[src/rtl/bootmap_pkg.sv]
package bootmap_pkg;
    localparam int ADDR_W      = 32;
    localparam int NUM_CS      = 8;
    localparam int STRIDE_LOG2 = 24;
    localparam int BANK_LOG2   = 20;
    localparam int LOW_LOG2    = 20;
    localparam logic [31:0] EXT_BASE    = 32'h0040_0000;
    localparam logic [31:0] PERIPH_BASE = 32'hFFC0_0000;
    localparam logic [31:0] ALIAS_BASE  = 32'h0030_0000;

    typedef enum logic [1:0] {
        SPACE_INT    = 2'd0,
        SPACE_EXT    = 2'd1,
        SPACE_PERIPH = 2'd2
    } space_e;

    typedef enum logic {
        BOOT_W8  = 1'b0,
        BOOT_W16 = 1'b1
    } boot_w_e;

    typedef struct packed {
        space_e space;
        logic   low_hit;
        logic   alias_hit;
        logic   bank_ok;
    } addr_class_t;
endpackage

[src/rtl/bm_remap_ctrl.sv]
module bm_remap_ctrl
    import bootmap_pkg::*;
(
    input  logic    clk,
    input  logic    rst,
    input  logic    boot_pin,
    input  logic    cfg_wr,
    input  logic    cfg_bit,
    output logic    remapped,
    output boot_w_e boot_w
);
    always_ff @(posedge clk) begin
        if (rst) begin
            remapped <= 1'b0;
            boot_w   <= boot_pin ? BOOT_W8 : BOOT_W16;
        end else if (cfg_wr && cfg_bit) begin
            remapped <= 1'b1;
        end
    end
endmodule

[src/rtl/bm_addr_decode.sv]
module bm_addr_decode
    import bootmap_pkg::*;
#(
    parameter int              A_W     = 32,
    parameter int              N_CS    = 8,
    parameter int              STR_L2  = 24,
    parameter int              BNK_L2  = 20,
    parameter int              LOW_L2  = 20,
    parameter logic [A_W-1:0]  E_BASE  = 32'h0040_0000,
    parameter logic [A_W-1:0]  P_BASE  = 32'hFFC0_0000,
    parameter logic [A_W-1:0]  AL_BASE = 32'h0030_0000
) (
    input  logic [A_W-1:0]  addr,
    input  logic            access,
    input  logic            remapped,
    output logic [N_CS-1:0] sel_cs,
    output logic            sel_sram,
    output logic            sel_periph,
    output logic            undefined
);
    localparam int IDX_W = A_W - STR_L2;

    addr_class_t            cls;
    logic [A_W-1:0]         ext_off;
    logic [IDX_W-1:0]       bank_idx;
    logic                   bank_locked;

    always_comb begin
        ext_off  = addr - E_BASE;
        bank_idx = ext_off[A_W-1:STR_L2];
        if (addr < E_BASE)        cls.space = SPACE_INT;
        else if (addr >= P_BASE)  cls.space = SPACE_PERIPH;
        else                      cls.space = SPACE_EXT;
        cls.low_hit   = (addr[A_W-1:LOW_L2] == '0);
        cls.alias_hit = (addr >= AL_BASE) && (addr < E_BASE);
        cls.bank_ok   = (ext_off[STR_L2-1:BNK_L2] == '0) &&
                        (bank_idx < IDX_W'(N_CS));
        bank_locked   = !remapped && (bank_idx != '0);
    end

    for (genvar i = 0; i < N_CS; i++) begin : g_cs
        logic bank_hit;
        assign bank_hit = access && (cls.space == SPACE_EXT) && cls.bank_ok &&
                          (bank_idx == IDX_W'(i));
        if (i == 0) begin : g_boot
            assign sel_cs[i] = bank_hit ||
                               (access && cls.low_hit && !remapped);
        end else begin : g_gated
            assign sel_cs[i] = bank_hit && remapped;
        end
    end

    assign sel_sram   = access && (cls.alias_hit || (cls.low_hit && remapped));
    assign sel_periph = access && (cls.space == SPACE_PERIPH);
    assign undefined  = access && (cls.space == SPACE_EXT) &&
                        (!cls.bank_ok || bank_locked);
endmodule

[src/rtl/bm_abort_gen.sv]
module bm_abort_gen (
    input  logic clk,
    input  logic rst,
    input  logic undefined,
    output logic abort_q
);
    always_ff @(posedge clk) begin
        if (rst) abort_q <= 1'b0;
        else     abort_q <= undefined;
    end
endmodule

[src/rtl/boot_remap_decoder.sv]
module boot_remap_decoder
    import bootmap_pkg::*;
#(
    parameter int                 ADDR_W_P    = ADDR_W,
    parameter int                 NUM_CS_P    = NUM_CS,
    parameter int                 STRIDE_L2_P = STRIDE_LOG2,
    parameter int                 BANK_L2_P   = BANK_LOG2,
    parameter int                 LOW_L2_P    = LOW_LOG2,
    parameter logic [ADDR_W_P-1:0] EXT_BASE_P  = EXT_BASE,
    parameter logic [ADDR_W_P-1:0] PER_BASE_P  = PERIPH_BASE,
    parameter logic [ADDR_W_P-1:0] ALIAS_P     = ALIAS_BASE
) (
    input  logic                clk,
    input  logic                rst,
    input  logic                boot_pin,
    input  logic [ADDR_W_P-1:0] bus_addr,
    input  logic                bus_rd,
    input  logic                bus_wr,
    input  logic                cfg_wr,
    input  logic                cfg_bit,
    output logic                remap_state,
    output logic                boot_is_16,
    output logic [NUM_CS_P-1:0] sel_cs,
    output logic                sel_sram,
    output logic                sel_periph,
    output logic                abort_pulse
);
    logic    access;
    logic    remapped;
    logic    undefined;
    boot_w_e boot_w;

    assign access = bus_rd || bus_wr;

    bm_remap_ctrl u_ctrl (
        .clk      (clk),
        .rst      (rst),
        .boot_pin (boot_pin),
        .cfg_wr   (cfg_wr),
        .cfg_bit  (cfg_bit),
        .remapped (remapped),
        .boot_w   (boot_w)
    );

    bm_addr_decode #(
        .A_W     (ADDR_W_P),
        .N_CS    (NUM_CS_P),
        .STR_L2  (STRIDE_L2_P),
        .BNK_L2  (BANK_L2_P),
        .LOW_L2  (LOW_L2_P),
        .E_BASE  (EXT_BASE_P),
        .P_BASE  (PER_BASE_P),
        .AL_BASE (ALIAS_P)
    ) u_dec (
        .addr       (bus_addr),
        .access     (access),
        .remapped   (remapped),
        .sel_cs     (sel_cs),
        .sel_sram   (sel_sram),
        .sel_periph (sel_periph),
        .undefined  (undefined)
    );

    bm_abort_gen u_abort (
        .clk       (clk),
        .rst       (rst),
        .undefined (undefined),
        .abort_q   (abort_pulse)
    );

    assign remap_state = remapped;
    assign boot_is_16  = (boot_w == BOOT_W16);
endmodule

[config.mk]
export PLATFORM = sky130hd
export DESIGN_NAME = boot_remap_decoder
export DESIGN_NICKNAME = d
export VERILOG_FILES = /design/src/rtl/bootmap_pkg.sv /design/src/rtl/bm_remap_ctrl.sv /design/src/rtl/bm_addr_decode.sv /design/src/rtl/bm_abort_gen.sv /design/src/rtl/boot_remap_decoder.sv
export SDC_FILE = /design/constraint.sdc
export NUM_CORES = 1
export LEC_CHECK = 0
export CORE_AREA = 2 2 43 45
export CTS_BUF_LIST = sky130_fd_sc_hd__clkbuf_2 sky130_fd_sc_hd__clkbuf_4 sky130_fd_sc_hd__clkbuf_8
export CTS_CLUSTER_SIZE = 10
export DETAILED_ROUTE_END_ITERATION = 10
export DIE_AREA = 0 0 45 47
export MAX_ROUTING_LAYER = met4
export PLACE_DENSITY = 0.81
export SLEW_MARGIN = 20
export SYNTH_ARGS = -nofsm -noshare
export SYNTH_HDL_FRONTEND = slang
export SYNTH_SLANG_ARGS = --single-unit
[constraint.sdc]
create_clock -name clk -period 1.5 [get_ports clk]
set_input_delay 0.225 -clock clk [delete_from_list [all_inputs] [get_ports clk]]
set_output_delay 0.225 -clock clk [all_outputs]
set_load 0.005 [all_outputs]
==> impl_summary.txt, run 1 <==
----------------------------------------------------
[Layout]
  Layout area overhead ... 166%
  Ratio of cells with drive above 1 in the final layout ... 65.5%
  Nets ... 159
  Ant. Diodes ... 0

[Pwr]
  Share of power burned in registers ... between 20% and 30%
  Net switching share of the total power ... 29.8%
  Switching power summed over all nets ... 0.140 mW
  Clk pwr share ... about a third
  Internal power component ... 0.328 mW
  Portion of total power attributed to combinational logic ... roughly 46%
  Leakage power figure ... 0.486 nW
  Worst vdd rail ir drop ... around 0.21 mV
  Pwr Total ... 0.468 mW
  Power density normalized to cell area ... 432 nW/um^2

[GRT]
  Remaining global-route overflow ... 0
  Vias in the first global route ... 745
  Number of antenna violations at the first check in global routing ... 0
  Tot GR Track Use ... 21.2%
  Wire length of the first global-routing pass ... 3090 um
  Maximum number of pins on one net before global-route repair ... 8

[Yosys]
  List of most frequent post-synthesis cells ... 7 x nor2_1, 5 x nand4_1, 4 x inv_1
  Share of cell area taken by muxes after synthesis ... 4.91%
  Adder-cell area share of the yosys netlist ... 0%
  Post-synthesis average cell area ... 7.55 um^2
  Ys Warns ... 0
  Synth Flop Type ... dfxtp_1
  Proportion of register bits with asynchronous set or reset after synthesis ... 0%
  Mapped Area ... 408 um^2
  Cells after Synth ... between 50 and 60
  Top-count cell post-synth ... nor2_1
  Synthesized-area fraction occupied by xor and xnor cells ... 0%
  Library cells used by synthesis ... 30
  Number of enable-type register cells in the synthesized netlist ... 1
  Share of the synthesized area in the top cell type ... 9.82%
  Combinational family with the most area after synthesis ... simple AND/OR/NAND/NOR gates
  Post-synthesis net count ... 93
  Fraction of the mapped netlist area in simple logic gates ... between 50% and 60%
  Synthesized flop and latch total ... 3
  Compound-gate portion of the synthesized area ... 19.0%
  Share of synthesized area occupied by flip-flops and latches ... 17.2%
  Most area-hungry cell type in the Yosys netlist ... dfxtp_1
  Cell types with the largest area share after synthesis ... dfxtp_1 9.8%, nand4_1 7.7%, edfxtp_1 7.4%, nor2_1 6.4%, nor4_4 5.2%

[Status]
  Violated checks ... setup timing
  Outcome ... finished with violations

[Route]
  Total routed wire length on the met1 layer ... 808 um
  Vias/cell ... about 5.3
  Metal2 WL ... 1260 um
  Detailed-routing iteration count for the pre-antenna-repair pass ... 4
  DRC Markers ... 0
  Uppermost metal layer occupied by signal nets ... met4
  Total wirelength of the detailed-routed design ... 2210 um
  Antenna-violating nets left ... 0
  Detail-routed net length per standard cell ... 16.3 um
  Met3 routed WL ... about 110 um
  DR vias ... 727
  Violation count after the first detailed-route iteration ... 15

[Clocking]
  Clock root buffer master ... clkbuf_4
  Worst-path clk slew ... 40 ps
  Number of buffers inserted by hold repair at cts ... 0
  TritonCTS Buffers ... 3
  Maximum buffer depth of the clock tree ... 2
  Clock latency reported for the late side of the worst-skew pair ... roughly 230 ps
  Clock tree from TritonCTS ... done
  Clock tree sinks ... 3
  Level count of the clock H-tree ... 1

[Die]
  Area of the core ... 1650 um^2
  Die boundary width ... 45 um
  Floorplan row count ... 15
  Die H ... 47 um
  I/O Pins ... 52
  Effective utilization at floorplan ... 24.7%
  Total die area ... 2120 um^2

[Worst setup path]
  Max FO, Critical Path ... 3
  Worst setup slack for register-to-register paths ... 420 ps
  Worst path arrival time ... 1440 ps
  Start of the worst register-to-register path ... u_ctrl.remapped$_SDFFE_PP0P_
  Required time of the critical path ... 1270 ps
  Critical setup path kind ... in -> out
  Critical path endpoint category ... output pin
  Timing startpoint of the critical path ... bus_addr[22]
  Startpoint Class ... input pin

[STA]
  Smallest setup slack after layout ... -163 ps
  Max Fclk ... roughly 600 MHz
  Setup repair after global routing missed its margin ... true
  Aggregate negative setup slack ... -652 ps
  Final-report setup violation count ... 7
  Clock Skews ... 0.0146 ps
  Relative slew slack ... 78.7%
  Hold Violations, Final ... 0
  Final clock period utilization by the worst path ... 111%
  Worst Max-Slew Pin Slew ... 313 ps
  Final critical-path required period ... 1660 ps
  Final Hold Slack ... 543 ps
  Final Slew Violations ... 0

[Hold path]
  Kind of path behind the tightest hold check ... in -> reg
  Startpoint of the lowest-slack hold path ... boot_pin

[Placed design]
  HPWL after DPL ... 1300 um
  Final Wtd Congestion ... 0.759
  Count of buffers from port buffering ... 31

[Run]
  Max-cap violation count ... 0

----------------------------------------------------
[layout by cell type (no fill, tap or decap), types with 2 or more instances in the layout]
master           instances
buf_8                    2
clkdlybuf4s50_1          7
buf_4                   24
nor2b_4                  2
dlygate4sd2_1            2
buf_2                   14
inv_1                    4
nor2_1                   4
nand4_1                  5
clkbuf_2                 3
nor2_2                   3
buf_6                    9
clkbuf_4                 4
nor3_2                   2
nor4_4                   4
[power groups by stage]
stage          Sequential, mW  Combinational (mW)  Clock [mW]
3_3_place_gp           0.0953               0.156           0
2_1_floorplan          0.0961              0.0412           0
6_report               0.0947               0.216       0.157
3_5_place_dp           0.0959               0.160           0
4_1_cts                0.0955               0.196       0.167
5_1_grt                0.0951               0.227       0.161
[registers in the layout, indices dropped and copies added (netlist names)]
signal           flops
u_abort.abort_q      1
u_ctrl.boot_w        1
u_ctrl.remapped      1
[per-stage QoR]
stage / std cells / util [%] / area [um^2] / setup slack (ps)
after floorplan: 54 / - / 408 / 219
after global placement: 119 / 52.5 / 867 / -830
after detailed placement: 119 / 52.5 / 867 / -862
after CTS: 136 / 64.1 / 1060 / -121
after global routing: 136 / 65.6 / 1080 / -212
final: 136 / 65.6 / 1080 / -163
[path summary, 6_finish.rpt]
path | end | depth (start not counted)
worst max-delay path | sel_cs[4] | 8
worst min-delay path | u_ctrl.boot_w$_DFFE_PP_ | 2
worst max register to register | u_abort.abort_q$_SDFF_PP0_ | 3
worst min register to register | u_ctrl.remapped$_SDFFE_PP0P_ | 3
[critical path, stage by stage]
cell and delay (ps):
buf_8 100, buf_6 110, nor4_4 190, buf_4 180, mux2i_4 80, buf_6 130
nor4_2 250, buf_2 170
[routing by layer]
layer	vias up	GRT usage (%)
li1	345	-
met1	337	21.1
met2	41	38.3
met3	4	1.92
met4	0	15.9
met5	-	-
[what timing repair did]
action	in CTS	in global routing
pin swaps	15	11
resized for setup	113	19
buffers inserted	13	1
endpoints found under the hold margin	0	0
endpoints found under the setup margin	12	11
[cells by family after synthesis]
kind of cell	Yosys count
and+or+nand+nor	34
muxes	2
DFF	3
buffers and inverters	4
AOI/OAI and AO/OA	11
[layout make-up]
class | count | area, um^2
Sequential cell | 3 | 73.8
Inverter | 4 | 15.0
Clock buffer | 4 | 30.0
Timing Repair Buffer | 61 | 484
Tap cell | 17 | 21.3
Multi-Input combinational cell | 47 | 459
Fill cell | 128 | 568
Note: power is estimated with default switching activity, not from simulation.
==> run 2, diff against run 1 <==
Settings changed: ABC_AREA set to 1, CORE_AREA 2 2 43 45 to 2 2 44 46, DIE_AREA 0 0 45 47 to 0 0 46 48.
==> impl_summary.txt, run 2 <==
----------------------------------------------------
[Status]
  Outcome ... completed (was finished with violations)

[Clocking]
  Clock tree from TritonCTS ... done (unchanged)
  Number of buffers inserted by hold repair at cts ... 0 (unchanged)
  Worst-path clk slew ... 40 ps (about the same)
  Clock root buffer master ... clkbuf_4 (unchanged)
  Clock latency reported for the late side of the worst-skew pair ... 240 ps (was 230 ps)
  Maximum buffer depth of the clock tree ... 2 (unchanged)
  TritonCTS Buffers ... 3 (unchanged)
  Level count of the clock H-tree ... 1 (unchanged)
  Clock tree sinks ... 3 (unchanged)

[Yosys]
  Post-synthesis average cell area ... 5.12 um^2 (was 7.55 um^2)
  Top-count cell post-synth ... nand2_1 (was nor2_1)
  Share of cell area taken by muxes after synthesis ... 0% (was 4.91%)
  Adder-cell area share of the yosys netlist ... 0% (unchanged)
  Library cells used by synthesis ... 16 (was 30)
  Number of enable-type register cells in the synthesized netlist ... 1 (unchanged)
  Share of the synthesized area in the top cell type ... 18.8% (was 9.82%)
  Fraction of the mapped netlist area in simple logic gates ... 60.6% (was 55.2%)
  Cell types with the largest area share after synthesis ... nand2_1 19%, inv_1 17%, nor2_1 14%, dfxtp_1 8.7%, nand3_1 7.6% (was dfxtp_1 9.8%, nand4_1 7.7%, edfxtp_1 7.4%, nor2_1 6.4%, nor4_4 5.2%)
  Mapped Area ... 460 um^2 (was 408 um^2)
  Proportion of register bits with asynchronous set or reset after synthesis ... 0% (unchanged)
  Cells after Synth ... 90 (was 54)
  List of most frequent post-synthesis cells ... 23 x nand2_1, 21 x inv_1, 17 x nor2_1, 7 x nand3_1, 4 x nand4_1 (was 7 x nor2_1, 5 x nand4_1, 4 x inv_1)
  Share of synthesized area occupied by flip-flops and latches ... 15.2% (was 17.2%)
  Post-synthesis net count ... 129 (was 93)
  Combinational family with the most area after synthesis ... simple AND/OR/NAND/NOR gates (unchanged)
  Compound-gate portion of the synthesized area ... 6.25% (was 19.0%)
  Ys Warns ... 0 (unchanged)
  Synth Flop Type ... dfxtp_1 (unchanged)
  Synthesized-area fraction occupied by xor and xnor cells ... 0% (unchanged)
  Most area-hungry cell type in the Yosys netlist ... nand2_1 (was dfxtp_1)
  Synthesized flop and latch total ... 3 (unchanged)

[STA]
  Relative slew slack ... 89.0% (was 78.7%)
  Final critical-path required period ... 1490 ps (was 1660 ps)
  Final Hold Slack ... 535 ps (was 543 ps)
  Max Fclk ... 670 MHz (was 601 MHz)
  Final-report setup violation count ... 0 (was 7)
  Final clock period utilization by the worst path ... 99.5% (was 111%)
  Clock Skews ... 0.0188 ps (was 0.0146 ps)
  Worst Max-Slew Pin Slew ... 164 ps (was 313 ps)
  Hold Violations, Final ... 0 (unchanged)
  Final Slew Violations ... 0 (unchanged)
  Setup repair after global routing missed its margin ... true (unchanged)

[Die]
  Area of the core ... 1690 um^2 (was 1650 um^2)
  Total die area ... 2210 um^2 (was 2120 um^2)
  Effective utilization at floorplan ... 27.3% (was 24.7%)
  I/O Pins ... 52 (unchanged)
  Die H ... 48 um (was 47 um)
  Floorplan row count ... 15 (unchanged)
  Die boundary width ... 46 um (was 45 um)

[Worst setup path]
  Critical setup path kind ... in -> out (unchanged)
  Startpoint Class ... input pin (unchanged)
  Critical path endpoint category ... output pin (unchanged)
  Required time of the critical path ... 1270 ps (about the same)
  Max FO, Critical Path ... 2 (was 3)
  Worst path arrival time ... 1270 ps (was 1440 ps)

[Run]
  Max-cap violation count ... 0 (unchanged)

[Route]
  Vias/cell ... 4.56 (was 5.35)
  Detailed-routing iteration count for the pre-antenna-repair pass ... 4 (unchanged)
  Detail-routed net length per standard cell ... 11.0 um (was 16.3 um)
  Violation count after the first detailed-route iteration ... 23 (was 15)
  DRC Markers ... 0 (unchanged)
  DR vias ... 766 (was 727)
  Antenna-violating nets left ... 0 (unchanged)
  Total wirelength of the detailed-routed design ... 1860 um (was 2210 um)

[Layout]
  Most common cell after layout, fill and taps aside ... buf_4 (unchanged)
  Final instance area ... 998 um^2 (was 1080 um^2)
  Ratio of cells with drive above 1 in the final layout ... 48.3% (was 65.5%)
  Largest registers ... u_abort.abort_q: 1 flops, u_ctrl.boot_w: 1 flops, u_ctrl.remapped: 1 flops (unchanged)
  Layout area overhead ... 117% (was 166%)
  Nets ... 191 (was 159)
  Ant. Diodes ... 0 (unchanged)
  Filler Cells Inserted ... 144 (was 128)
  Leading cell types in the layout, fill and taps excluded ... 25 x buf_4, 23 x nand2_1, 16 x inv_1 (was 24 x buf_4, 14 x buf_2, 9 x buf_6)

[GRT]
  Number of antenna violations at the first check in global routing ... 0 (unchanged)
  Vias in the first global route ... 735 (was 745)
  Maximum number of pins on one net before global-route repair ... 6 (was 8)
  Tot GR Track Use ... 18.2% (was 21.2%)
  Remaining global-route overflow ... 0 (unchanged)
  Wire length of the first global-routing pass ... 2840 um (was 3090 um)

[Pwr]
  Worst vdd rail ir drop ... 0.410 mV (was 0.209 mV)
  Power density normalized to cell area ... 435 nW/um^2 (was 432 nW/um^2)
  Leakage power figure ... 0.558 nW (was 0.486 nW)

[Placed design]
  Area post-placement ... 905 um^2 (was 867 um^2)
  HPWL after DPL ... 1280 um (was 1300 um)
  Count of buffers from port buffering ... 31 (unchanged)
  Final Wtd Congestion ... 0.774 (was 0.759)

[Hold path]
  Kind of path behind the tightest hold check ... in -> reg (unchanged)

----------------------------------------------------
[run 2: worst max-delay path, stage by stage]
cell,delay [ps]
clkdlybuf4s15_1,180
inv_1,70
nand2_1,70
nor2_2,140
nand2_2,90
buf_4,150
inv_2,50
nand2_1,50
a21oi_2,110
buf_2,130
[run 2: cell type report]
cell class                 count  area (um^2)  share of cell area, %
sequential                     3         70.1                   7.02
clock buffer                   4         30.0                   3.01
multi-input combinational     65          354                   35.5
timing repair buffer          57          440                   44.1
tap                           17         21.3                   2.13
inverter                      22         82.6                   8.27
[run 2: routing by layer]
layer	GRT usage (%)	vias up	wire length, um	part of all wire [%]
met5	-	-	0	0
met4	4.57	0	21	1.1
met3	3.40	2	64	3.4
met2	35.8	22	1050	56
met1	18.2	346	722	39
li1	-	396	-	-
[run 2: worst paths after layout]
kind | endpoint | slack, ps | start | cells past startpoint
setup / recovery | sel_sram | 8 | bus_addr[29] | 10
hold / removal | u_ctrl.boot_w$_DFFE_PP_ | 540 | boot_pin | 2
setup reg to reg | u_ctrl.remapped$_SDFFE_PP0P_ | 720 | u_ctrl.remapped$_SDFFE_PP0P_ | 3
hold reg to reg | u_ctrl.remapped$_SDFFE_PP0P_ | 660 | u_ctrl.remapped$_SDFFE_PP0P_ | 3
[run 2: power by group]
part,total (mW),internal [mW],switching (mW)
registers,0.0935,0.0906,0.00286
logic,0.177,0.0973,0.0798
clock network,0.164,0.118,0.0462
[run 2: through the flow]
step	cells	power (mW)	util [%]	setup TNS (ps)	setup slack, ps
finish	168	0.435	59.1	0	7.54
global route	168	0.466	59.1	-406	-78.0
CTS	167	0.427	57.3	0	1.34
detailed placement	153	0.251	53.6	-7170	-751
global placement	153	0.247	53.6	-6680	-684
floorplan	90	0.146	-	0	376
[run 2: what timing repair did]
item                                    CTS  global route
pin swaps                                25            18
setup buffers                            10             1
resized for setup                        90            16
endpoints found under the setup margin   10            10
hold endpoints to repair                  0             0
[run 2: kinds of logic after synthesis]
| group | Yosys count |
|---|---|
| AND/OR/NAND/NOR | 60 |
| flip-flops | 3 |
| buffers and inverters | 22 |
| AO/OA/AOI/OAI | 5 |
==> run 3, diff against run 2 <==
Settings changed: CORE_AREA 2 2 44 46 to 2 2 49 42, DIE_AREA 0 0 46 48 to 0 0 51 44, PLACE_DENSITY 0.81 to 0.8.
==> impl_summary.txt, run 3 (synthesized netlist as in run 2, its figures left out) <==
----------------------------------------------------
[Status]
  Outcome ... finished with violations (was completed)
  Violated checks ... setup timing

[Worst setup path]
  Critical-path cell list ... buf_8 > nor2_4 > inv_1 > nor2_2 > nand2_2 > buf_4 > inv_1 > nand2_1 > a21oi_1 > buf_2 (was clkdlybuf4s15_1 > inv_1 > nand2_1 > nor2_2 > nand2_2 > buf_4 > inv_2 > nand2_1 > a21oi_2 > buf_2)
  Worst path arrival time ... 1280 ps (was 1270 ps)
  Required time of the critical path ... 1270 ps (about the same)
  Startpoint Class ... input pin (unchanged)
  Critical Path Slowest Stage Cell ... nor2_4 (was clkdlybuf4s15_1)
  Critical setup path kind ... in -> out (unchanged)
  Max FO, Critical Path ... 5 (was 2)
  Largest stage delay, worst path ... 150 ps (was 180 ps)
  Most numerous cell on the critical path ... inv_1 (was nand2_1)
  Critical path endpoint category ... output pin (unchanged)

[Route]
  Vias/cell ... 4.35 (was 4.56)
  Detail-routed net length per standard cell ... 10.3 um (was 11.0 um)
  Violation count after the first detailed-route iteration ... 12 (was 23)
  DR vias ... 774 (was 766)
  Antenna-violating nets left ... 0 (unchanged)
  Total wirelength of the detailed-routed design ... 1830 um (was 1860 um)
  Detailed-routing iteration count for the pre-antenna-repair pass ... 4 (unchanged)
  DRC Markers ... 0 (unchanged)

[Placed design]
  HPWL after DPL ... 1220 um (was 1280 um)
  Final Wtd Congestion ... 0.826 (was 0.774)
  Count of buffers from port buffering ... 31 (unchanged)

[GRT]
  Remaining global-route overflow ... 0 (unchanged)
  Number of antenna violations at the first check in global routing ... 0 (unchanged)
  Wire length of the first global-routing pass ... 3040 um (was 2840 um)
  Tot GR Track Use ... 19.0% (was 18.2%)
  Vias in the first global route ... 744 (was 735)
  Maximum number of pins on one net before global-route repair ... 6 (unchanged)

[Layout]
  Most common cell after layout, fill and taps aside ... buf_4 (unchanged)
  Ant. Diodes ... 0 (unchanged)
  Largest registers ... u_abort.abort_q: 1 flops, u_ctrl.boot_w: 1 flops, u_ctrl.remapped: 1 flops (unchanged)
  Share of the core filled with cells ... 59.5% (was 59.1%)
  Ratio of cells with drive above 1 in the final layout ... 50.6% (was 48.3%)
  Leading cell types in the layout, fill and taps excluded ... 27 x buf_4, 22 x nand2_1, 17 x inv_1 (was 25 x buf_4, 23 x nand2_1, 16 x inv_1)
  Layout area overhead ... 129% (was 117%)
  Nets ... 194 (was 191)

[Clocking]
  TritonCTS Buffers ... 3 (unchanged)
  Maximum buffer depth of the clock tree ... 2 (unchanged)
  Clock root buffer master ... clkbuf_4 (unchanged)
  Level count of the clock H-tree ... 1 (unchanged)
  Clock tree sinks ... 3 (unchanged)
  Clock tree from TritonCTS ... done (unchanged)
  Clock latency reported for the late side of the worst-skew pair ... 250 ps (was 240 ps)
  Number of buffers inserted by hold repair at cts ... 0 (unchanged)
  Worst-path clk slew ... 40 ps (about the same)

[STA]
  Relative slew slack ... 87.6% (was 89.0%)
  Clock Skews ... 1.56 ps (was 0.0188 ps)
  Smallest setup slack after layout ... -8.62 ps (was 7.54 ps)
  Worst Max-Slew Pin Slew ... 186 ps (was 164 ps)
  Final Hold Slack ... 522 ps (was 535 ps)
  Final critical-path required period ... 1510 ps (was 1490 ps)
  Final clock period utilization by the worst path ... 101% (was 99.5%)
  Setup repair after global routing missed its margin ... true (unchanged)
  Max Fclk ... 663 MHz (was 670 MHz)
  Hold Violations, Final ... 0 (unchanged)
  Final-report setup violation count ... 2 (was 0)
  Final Slew Violations ... 0 (unchanged)

[Die]
  Total die area ... 2240 um^2 (was 2210 um^2)
  Effective utilization at floorplan ... 26.0% (was 27.3%)
  Area of the core ... 1770 um^2 (was 1690 um^2)
  Die H ... 44 um (was 48 um)
  Die boundary width ... 51 um (was 46 um)
  I/O Pins ... 52 (unchanged)
  Floorplan row count ... 14 (was 15)

[Pwr]
  Power density normalized to cell area ... 418 nW/um^2 (was 435 nW/um^2)
  Worst vdd rail ir drop ... 0.281 mV (was 0.410 mV)
  Pwr Total ... 0.440 mW (was 0.435 mW)
  Leakage power figure ... 0.578 nW (was 0.558 nW)

[Hold path]
  Kind of path behind the tightest hold check ... in -> reg (unchanged)

[Run]
  Max-cap violation count ... 0 (unchanged)

----------------------------------------------------
-- run 3: cell count changes in the layout (fill, tap and decap cells not counted), sizes merged --
cell	previous run	this run
buf	42	46
clkdlybuf4s15	4	1
clkbuf	6	8
-- run 3: timing repair --
action	CTS	global route
endpoints found under the setup margin	10	10
buffers inserted	13	1
resized for setup	95	22
pin swaps	19	17
-- run 3: power breakdown --
group	switching (mW)	internal [mW]	leakage, nW
combinational	0.0790	0.0973	0.533
sequential	0.00194	0.0905	0.0265
clock	0.0531	0.118	0.0184
-- run 3: stage by stage --
step | setup slack, ps | TNS (ps) | cell area [um^2] | cells
global route | -93.2 | -536 | 1050 | 178
global placement | -682 | -6660 | 913 | 160
floorplan | 376 | 0 | 460 | 90
CTS | -32.2 | -51.9 | 1040 | 177
detailed placement | -750 | -7070 | 913 | 160
finish | -8.62 | -16.9 | 1050 | 178
-- run 3: area by class of cell --
cell class | count | area [um^2]
Clock buffer | 4 | 30.0
Fill cell | 157 | 717
Inverter | 22 | 82.6
Multi-Input combinational cell | 65 | 373
Sequential cell | 3 | 70.1
Tap cell | 24 | 30.0
Timing Repair Buffer | 60 | 467
-- run 3: final timing paths --
path | from | endpoint | slack [ps] | cells past startpoint
worst max-delay path | bus_addr[23] | sel_sram | -9 | 10
worst min-delay path | boot_pin | u_ctrl.boot_w$_DFFE_PP_ | 520 | 2
worst max register to register | u_ctrl.remapped$_SDFFE_PP0P_ | u_abort.abort_q$_SDFF_PP0_ | 750 | 4
worst min register to register | u_ctrl.remapped$_SDFFE_PP0P_ | u_ctrl.remapped$_SDFFE_PP0P_ | 620 | 3
-- run 3: layer usage --
metal  track usage (%)  up-vias  part of all wire [%]
li1                  -      403                     -
met1              20.0      348                    43
met2              33.0       19                    50
met3              5.52        4                   4.1
met4              8.11        0                   1.9
met5                 -        -                     0
-- run 3: critical path: cells and delay by family --
family,cells,cell delay [ps]
compound gates,1,110
buf+inv,5,520
simple gates,4,430
